--- config.mk ---
export PLATFORM = sky130hd
export DESIGN_NAME = sysbus_decode
export DESIGN_NICKNAME = d
export VERILOG_FILES = /design/src/rtl/sysbus_pkg.sv /design/src/rtl/sysbus_region.sv /design/src/rtl/sysbus_switch.sv /design/src/rtl/sysbus_latch.sv /design/src/rtl/sysbus_decode.sv
export SDC_FILE = /design/constraint.sdc
export NUM_CORES = 1
export LEC_CHECK = 0
export BUFFER_PORTS_ARGS = -buffer_cell sky130_fd_sc_hd__buf_4
export CAP_MARGIN = 30
export CORE_MARGIN = 1
export CORE_UTILIZATION = 43
export DETAILED_ROUTE_END_ITERATION = 12
export PLACE_DENSITY_LB_ADDON = 0.12
export SLEW_MARGIN = 20
export SYNTH_ARGS = -nofsm -noshare
export SYNTH_HDL_FRONTEND = slang
export SYNTH_SLANG_ARGS = --single-unit
--- constraint.sdc ---
create_clock -name clk -period 7.49 [get_ports clk]
set_clock_uncertainty 0.15 [all_clocks]
set_input_delay 1.498 -clock clk [delete_from_list [all_inputs] [get_ports clk]]
set_output_delay 1.498 -clock clk [all_outputs]
set_load 0.03 [all_outputs]
--- src/rtl/sysbus_pkg.sv ---
// Shared constants and types for the system address decoder.
// Assumes the fixed 16-bit address map of the board; field widths that the
// address layout dictates are collected here so submodules agree on them.
package sysbus_pkg;
    localparam int unsigned ADDR_W  = 16;
    localparam int unsigned SLOT_W  = 3;
    localparam int unsigned NSLOT   = 1 << SLOT_W;
    localparam int unsigned IOREG_W = 4;
    localparam int unsigned N_BTN   = 3;
    localparam int unsigned N_PDL   = 4;
    localparam int unsigned MODE_W  = 2;
    localparam int unsigned N_MODE  = 1 << MODE_W;

    typedef enum logic [2:0] {
        RG_RAM     = 3'd0,
        RG_BANK    = 3'd1,
        RG_EXPROM  = 3'd2,
        RG_SLOTROM = 3'd3,
        RG_SLOTIO  = 3'd4,
        RG_SWITCH  = 3'd5
    } region_t;

    // Group code = address[6:4] inside the motherboard switch page.
    typedef enum logic [2:0] {
        G_KBD    = 3'd0,
        G_KCLR   = 3'd1,
        G_COUT   = 3'd2,
        G_SPKR   = 3'd3,
        G_UTIL   = 3'd4,
        G_VIDANN = 3'd5,
        G_STAT   = 3'd6,
        G_PDL    = 3'd7
    } swgrp_t;
endpackage

--- src/rtl/sysbus_region.sv ---
// Region decoder: classifies a CPU address into one device region.
// Purely combinational; assumes the address is stable for the access cycle.
module sysbus_region
    import sysbus_pkg::*;
(
    input  logic [ADDR_W-1:0] addr,
    output region_t           region
);
    // Priority walk from the top of the map down to the switch page.
    always_comb begin
        if (addr[15:14] != 2'b11)
            region = RG_RAM;
        else if (addr[13:12] != 2'b00)
            region = RG_BANK;
        else if (addr[11])
            region = RG_EXPROM;
        else if (addr[10:8] != '0)
            region = RG_SLOTROM;
        else if (addr[7])
            region = RG_SLOTIO;
        else
            region = RG_SWITCH;
    end
endmodule

--- src/rtl/sysbus_switch.sv ---
// Motherboard soft-switch decoder.
// Turns accesses to the low half of the switch page into single-cycle strobes,
// keeps the video and annunciator mode bits, and picks the status bit that a
// status read places on D7. Assumes 'act' is high only for switch-page accesses.
module sysbus_switch
    import sysbus_pkg::*;
(
    input  logic              clk,
    input  logic              rst_n,
    input  logic              act,
    input  logic              we,
    input  logic [6:0]        low,
    input  logic              rev0,
    input  logic              cass_in,
    input  logic [N_BTN-1:0]  pbtn,
    input  logic [N_PDL-1:0]  pdl_timeout,
    output logic              kbd_load,
    output logic              stat_load,
    output logic              stat_bit,
    output logic              kbd_clr_stb,
    output logic              cass_out_tgl,
    output logic              spkr_tgl,
    output logic              pdl_start_stb,
    output logic              vid_stb,
    output logic [N_MODE-1:0] vid_mode,
    output logic [N_MODE-1:0] ann_state
);
    swgrp_t              grp;
    logic                rd;
    logic                ann_hit;
    logic [N_BTN:0]      low_src;

    // Group and direction of the current switch access.
    always_comb begin
        grp = swgrp_t'(low[6:4]);
        rd  = act && !we;
    end

    // Strobes: most act on reads only; keyboard clear and video on both.
    always_comb begin
        kbd_load      = rd  && (grp == G_KBD);
        kbd_clr_stb   = act && (grp == G_KCLR);
        spkr_tgl      = rd  && (grp == G_SPKR);
        cass_out_tgl  = rd  && ((grp == G_COUT) || ((grp == G_SPKR) && rev0));
        pdl_start_stb = rd  && (grp == G_PDL);
        vid_stb       = act && (grp == G_VIDANN) && !low[3];
        ann_hit       = rd  && (grp == G_VIDANN) &&  low[3];
        stat_load     = rd  && ((grp == G_STAT) || (grp == G_PDL));
    end

    // Status source: cassette and buttons low, paddles high, forced 1 for timer start.
    always_comb begin
        low_src = {pbtn, cass_in};
        if (grp == G_PDL)
            stat_bit = 1'b1;
        else if (low[2])
            stat_bit = ~pdl_timeout[low[1:0]];
        else
            stat_bit = low_src[low[1:0]];
    end

    // Mode bits: pair index from address[2:1], value from address[0].
    always_ff @(posedge clk) begin
        if (!rst_n) begin
            vid_mode  <= '0;
            ann_state <= '0;
        end else begin
            if (vid_stb)
                vid_mode[low[2:1]] <= low[0];
            if (ann_hit)
                ann_state[low[2:1]] <= low[0];
        end
    end
endmodule

--- src/rtl/sysbus_latch.sv ---
// Retained data-bus latch.
// Holds the last value on the CPU data bus and merges the responding device's
// data into it at the end of each access. Undriven bits keep their value.
// Assumes the region code and the switch-decoder flags belong to the same cycle.
module sysbus_latch
    import sysbus_pkg::*;
#(
    parameter int unsigned DW = 8
) (
    input  logic          clk,
    input  logic          rst_n,
    input  logic          acc_en,
    input  logic          we,
    input  logic [DW-1:0] wdata,
    input  region_t       region,
    input  logic          kbd_load,
    input  logic          stat_load,
    input  logic          stat_bit,
    input  logic [DW-1:0] ram_rdata,
    input  logic [DW-1:0] ram_bit_en,
    input  logic [DW-1:0] slot_rom_rdata,
    input  logic          slot_rom_drv,
    input  logic [DW-1:0] exp_rom_rdata,
    input  logic          exp_rom_drv,
    input  logic [DW-1:0] bank_rom_rdata,
    input  logic [DW-1:0] card_bank_rdata,
    input  logic          card_inhibit,
    input  logic [DW-1:0] slot_io_rdata,
    input  logic          slot_io_drv,
    input  logic [DW-1:0] kbd_rdata,
    output logic [DW-1:0] q
);
    logic [DW-1:0] nxt;

    // Next bus value for the access in progress.
    always_comb begin
        nxt = q;
        if (we) begin
            nxt = wdata;
        end else begin
            unique case (region)
                RG_RAM:     nxt = (ram_rdata & ram_bit_en) | (q & ~ram_bit_en);
                RG_BANK:    nxt = card_inhibit ? card_bank_rdata : bank_rom_rdata;
                RG_EXPROM:  nxt = exp_rom_drv  ? exp_rom_rdata   : q;
                RG_SLOTROM: nxt = slot_rom_drv ? slot_rom_rdata  : q;
                RG_SLOTIO:  nxt = slot_io_drv  ? slot_io_rdata   : q;
                RG_SWITCH: begin
                    if (kbd_load)
                        nxt = kbd_rdata;
                    else if (stat_load)
                        nxt = {stat_bit, q[DW-2:0]};
                end
                default:    nxt = q;
            endcase
        end
    end

    // Latch update on the edge that completes an access.
    always_ff @(posedge clk) begin
        if (!rst_n)
            q <= '0;
        else if (acc_en)
            q <= nxt;
    end
endmodule

--- src/rtl/sysbus_decode.sv ---
// System address decoder, top level.
// Selects the device for each CPU access, drives device selects and switch
// strobes in the access cycle, and presents the retained bus latch as read data
// from the cycle after. Assumes one access per cycle when acc_en is high.
module sysbus_decode
    import sysbus_pkg::*;
#(
    parameter int unsigned DW = 8
) (
    input  logic                clk,
    input  logic                rst_n,
    input  logic                acc_en,
    input  logic [ADDR_W-1:0]   cpu_addr,
    input  logic                cpu_we,
    input  logic [DW-1:0]       cpu_wdata,
    input  logic                rev0,
    input  logic [DW-1:0]       ram_rdata,
    input  logic [DW-1:0]       ram_bit_en,
    input  logic [DW-1:0]       slot_rom_rdata,
    input  logic                slot_rom_drv,
    input  logic [DW-1:0]       exp_rom_rdata,
    input  logic                exp_rom_drv,
    input  logic [DW-1:0]       bank_rom_rdata,
    input  logic [DW-1:0]       card_bank_rdata,
    input  logic                card_inhibit,
    input  logic [DW-1:0]       slot_io_rdata,
    input  logic                slot_io_drv,
    input  logic [DW-1:0]       kbd_rdata,
    input  logic                cass_in,
    input  logic [N_BTN-1:0]    pbtn,
    input  logic [N_PDL-1:0]    pdl_timeout,
    output logic [DW-1:0]       bus_data,
    output logic                ram_sel,
    output logic                ram_we,
    output logic                bank_sel,
    output logic                bank_we,
    output logic [NSLOT-1:0]    slot_rom_sel,
    output logic                exp_rom_sel,
    output logic [NSLOT-1:0]    slot_io_sel,
    output logic [IOREG_W-1:0]  slot_io_reg,
    output logic                slot_io_we,
    output logic                kbd_clr_stb,
    output logic                cass_out_tgl,
    output logic                spkr_tgl,
    output logic                pdl_start_stb,
    output logic                vid_stb,
    output logic [N_MODE-1:0]   vid_mode,
    output logic [N_MODE-1:0]   ann_state
);
    region_t region;
    logic    rd_act;
    logic    sw_act;
    logic    kbd_load;
    logic    stat_load;
    logic    stat_bit;

    sysbus_region u_region (
        .addr   (cpu_addr),
        .region (region)
    );

    // Access qualifiers shared by the select logic.
    always_comb begin
        rd_act = acc_en && !cpu_we;
        sw_act = acc_en && (region == RG_SWITCH);
    end

    // Memory and ROM window selects.
    always_comb begin
        ram_sel     = acc_en && (region == RG_RAM);
        ram_we      = ram_sel && cpu_we;
        bank_sel    = acc_en && (region == RG_BANK);
        bank_we     = bank_sel && cpu_we;
        exp_rom_sel = rd_act && (region == RG_EXPROM);
        slot_io_reg = cpu_addr[IOREG_W-1:0];
        slot_io_we  = acc_en && (region == RG_SLOTIO) && cpu_we;
    end

    // One-hot per-slot selects for ROM pages and I/O registers.
    for (genvar s = 0; s < NSLOT; s++) begin : g_slot
        assign slot_rom_sel[s] = rd_act && (region == RG_SLOTROM)
                                 && (cpu_addr[10:8] == SLOT_W'(s));
        assign slot_io_sel[s]  = acc_en && (region == RG_SLOTIO)
                                 && (cpu_addr[6:4] == SLOT_W'(s));
    end

    sysbus_switch u_switch (
        .clk           (clk),
        .rst_n         (rst_n),
        .act           (sw_act),
        .we            (cpu_we),
        .low           (cpu_addr[6:0]),
        .rev0          (rev0),
        .cass_in       (cass_in),
        .pbtn          (pbtn),
        .pdl_timeout   (pdl_timeout),
        .kbd_load      (kbd_load),
        .stat_load     (stat_load),
        .stat_bit      (stat_bit),
        .kbd_clr_stb   (kbd_clr_stb),
        .cass_out_tgl  (cass_out_tgl),
        .spkr_tgl      (spkr_tgl),
        .pdl_start_stb (pdl_start_stb),
        .vid_stb       (vid_stb),
        .vid_mode      (vid_mode),
        .ann_state     (ann_state)
    );

    sysbus_latch #(.DW(DW)) u_latch (
        .clk             (clk),
        .rst_n           (rst_n),
        .acc_en          (acc_en),
        .we              (cpu_we),
        .wdata           (cpu_wdata),
        .region          (region),
        .kbd_load        (kbd_load),
        .stat_load       (stat_load),
        .stat_bit        (stat_bit),
        .ram_rdata       (ram_rdata),
        .ram_bit_en      (ram_bit_en),
        .slot_rom_rdata  (slot_rom_rdata),
        .slot_rom_drv    (slot_rom_drv),
        .exp_rom_rdata   (exp_rom_rdata),
        .exp_rom_drv     (exp_rom_drv),
        .bank_rom_rdata  (bank_rom_rdata),
        .card_bank_rdata (card_bank_rdata),
        .card_inhibit    (card_inhibit),
        .slot_io_rdata   (slot_io_rdata),
        .slot_io_drv     (slot_io_drv),
        .kbd_rdata       (kbd_rdata),
        .q               (bus_data)
    );
endmodule

==> impl_metrics.env <==
export IMPL_drt_pass1_iterations=4
export IMPL_cts_inserted_buffers=3
export IMPL_antenna_found_initial=0
export IMPL_hold_path_class="flop to flop"
export IMPL_fin_crit_ns=4.973
export IMPL_rows=23
export IMPL_comb_power_share_pct=41.6
export IMPL_seqCellArea_um2=320.3
export IMPL_clk_latency_ns=0.26
export IMPL_synth_nets=344
export IMPL_worst_setup_path_start_kind="input port"
export IMPL_die_h_um=67.60
export IMPL_start_util_pct=45.61
export IMPL_synth_area_leader_cell="dfxtp_1"
export IMPL_required_ns=5.84
export IMPL_status="complete, no violations"
export IMPL_cp_arrival_ns=3.32
export IMPL_routed_via_density=5.776
export IMPL_diodes=0
export IMPL_peakVddDrop_v=0.0001143
export IMPL_clk_pin_slew_ns=0.07
export IMPL_timing_slew_headroom_pct=47.57
export IMPL_via_count=2420
export IMPL_netSwitchingFraction_pct=31.51
export IMPL_synth_area_leaders="dfxtp_1 17%, mux2i_1 13%, o221ai_1 6.6%, o32ai_2 6.2%, nand2_1 4.9%"
export IMPL_synth_seq_area_share_pct=17.31
export IMPL_mostFrequentLayoutCells="150 x buf_4, 24 x nand2_1, 24 x mux2i_1"
export IMPL_hold_viol=0
export IMPL_nFillCells=341
export IMPL_grt_ovfl_total=0
export IMPL_hpwl_um=5161
export IMPL_final_cells=419
export IMPL_syn_area_per_cell_um2=7.743
export IMPL_p_seq_share_pct=31.2
export IMPL_hold_buffers=0
export IMPL_rsz0062_at_grt="no"
export IMPL_grt_pass1_wl_um=9791
export IMPL_die_w_um=67.60
export IMPL_ys_ff_latch=16
export IMPL_placed_cells=415
export IMPL_stdcell_area_mm2=0.002968
export IMPL_grt_max_degree=25
export IMPL_tns_ns=0
export IMPL_dr_first_iter_drc_count=140
export IMPL_synth_xor_area_share_pct=0
export IMPL_pin_count=152
export IMPL_synthArstFlopShare_pct=0
export IMPL_mostFrequentLayoutCell="buf_4"
export IMPL_p_leak_nw=1.345
export IMPL_grt_pass1_vias=2162
export IMPL_critPathKind="input port to output port"
export IMPL_fmax_mhz=201.1
export IMPL_ys_types=53
export IMPL_clockRootBuffer="clkbuf_8"
export IMPL_numPortBuffers=150
export IMPL_multiInputGateArea_mm2=0.001381
export IMPL_synth_warnings=0
export IMPL_nets=475
export IMPL_synth_ff_type="dfxtp_1"
export IMPL_worst_pin_slew_ns=0.7817
export IMPL_internal_power_mw=0.1986
export IMPL_end_kind="output port"
export IMPL_synth_simple_gate_area_share_pct=36.11
export IMPL_layout_drive_gt1_share_pct=46.07
export IMPL_core_area_mm2=0.004058
export IMPL_yosys_area_share_adder_pct=0
export IMPL_place_area_mm2=0.002913
export IMPL_critPathMaxFanout=18
export IMPL_post_cts_resized=0
export IMPL_cts_htree_levels=1
export IMPL_synth_top_family_by_area="simple AND/OR/NAND/NOR gates"
export IMPL_ant_nets=0
export IMPL_p_per_area_mw_per_mm2=97.71
export IMPL_netlist_area_mm2=0.001851
export IMPL_grt_use_total_pct=28.14
export IMPL_cts_setup_buffers=0
export IMPL_fin_ws_ns=2.517
export IMPL_wl_per_cell_um=15.26
export IMPL_drv_slew=0
export IMPL_cts_num_sinks=16
export IMPL_dieArea_mm2=0.004570
export IMPL_synth_cells=239
export IMPL_maxCapViolCount=0
export IMPL_synth_top_area_share_pct=17.31
export IMPL_period_share_pct=66.39
export IMPL_cts_max_path_buffers=2
export IMPL_synth_compound_area_share_pct=24.14
export IMPL_pre_cts_ws_ns=2.561
export IMPL_pwr_share_clk_pct=27.1
export IMPL_synth_edf_count=0
export IMPL_setup_viol_count_final=0
export IMPL_switchingPower_mw=0.09138
export IMPL_muxShareOfSynthArea_pct=14.20
export IMPL_gp_congestion=0.8535
export IMPL_syn_to_final_growth_pct=60.38
export IMPL_drc=0
export IMPL_tritoncts="done"
export IMPL_routed_wl_um=6392
## cell usage after synthesis, types with 2 or more instances
cell / count
a221oi_1: 7
buf_6: 2
nand4_1: 2
and2_1: 8
mux2i_1: 24
nor2_1: 23
o21ai_0: 2
inv_1: 5
nor3_1: 12
nor2b_1: 10
clkbuf_1: 15
mux2_2: 2
a21boi_0: 2
buf_2: 2
buf_4: 5
o32ai_2: 7
a21oi_1: 3
nor3b_1: 2
dfxtp_1: 16
o31a_1: 2
o221ai_1: 14
nand2_1: 24
nand3b_1: 2
nand3_1: 7
nand2b_1: 4
nor4b_1: 2
nor4_1: 9
## cell type report
type                            count  area share, %
Sequential cell                    16          10.79
Tap cell                           50          2.108
Multi-Input combinational cell    193          46.54
Timing Repair Buffer              150          37.94
Clock buffer                        4          1.855
Inverter                            6         0.7589
## worst paths after layout
kind                               from                     to  slack, ns  depth (start not counted)
hold reg to reg    u_switch.vid_mode[0]   u_switch.vid_mode[0]       0.32                          2
setup / recovery           cpu_addr[11]         slot_io_sel[4]       2.52                          7
hold / removal     u_switch.vid_mode[0]   u_switch.vid_mode[0]       0.32                          2
setup reg to reg  u_switch.ann_state[0]  u_switch.ann_state[0]       6.67                          2
## power groups by stage
| stage | Clock (mW) | Sequential, mW | Combinational (mW) |
|---|---|---|---|
| final | 0.0787 | 0.0906 | 0.121 |
| after global routing | 0.0849 | 0.0909 | 0.130 |
| after CTS | 0.0811 | 0.0906 | 0.121 |
| after detailed placement | 0 | 0.0923 | 0.120 |
| after global placement | 0 | 0.0924 | 0.119 |
| after floorplan | 0 | 0.0988 | 0.0568 |
## through the flow
| stage | utilization [%] | hold slack [ns] | power (mW) |
|---|---|---|---|
| 2_1_floorplan | - | 0.4350 | 0.1556 |
| 3_3_place_gp | 71.79 | 0.3036 | 0.2112 |
| 3_5_place_dp | 71.79 | 0.3112 | 0.2128 |
| 4_1_cts | 73.14 | 0.3207 | 0.2924 |
| 5_1_grt | 73.14 | 0.3422 | 0.3062 |
| 6_report | 73.14 | 0.3191 | 0.2900 |
## worst max-delay path, cell delays in order
cell and delay, ns:
buf_4 0.19, nor4_2 0.43, nand2_1 0.19, nor2_1 0.46
nand2_1 0.19, nor3_1 0.17, buf_4 0.19
## cells by family after synthesis
family | after synthesis
AO/OA/AOI/OAI | 47
multiplexers | 26
buffers and inverters | 30
AND/OR/NAND/NOR | 119
other | 1
flip-flops | 16
## per-layer routing
layer / up-vias / wire, um / global-route usage [%] / part of all wire, %
met5: - / 0 / 0 / 0
met4: 0 / 70 / 6.117 / 1.1
met3: 8 / 578 / 7.601 / 9.0
met2: 123 / 3287 / 50.62 / 51
met1: 1114 / 2456 / 32.67 / 38
li1: 1175 / - / - / -
No activity file was read; power rests on OpenSTA's default activity.
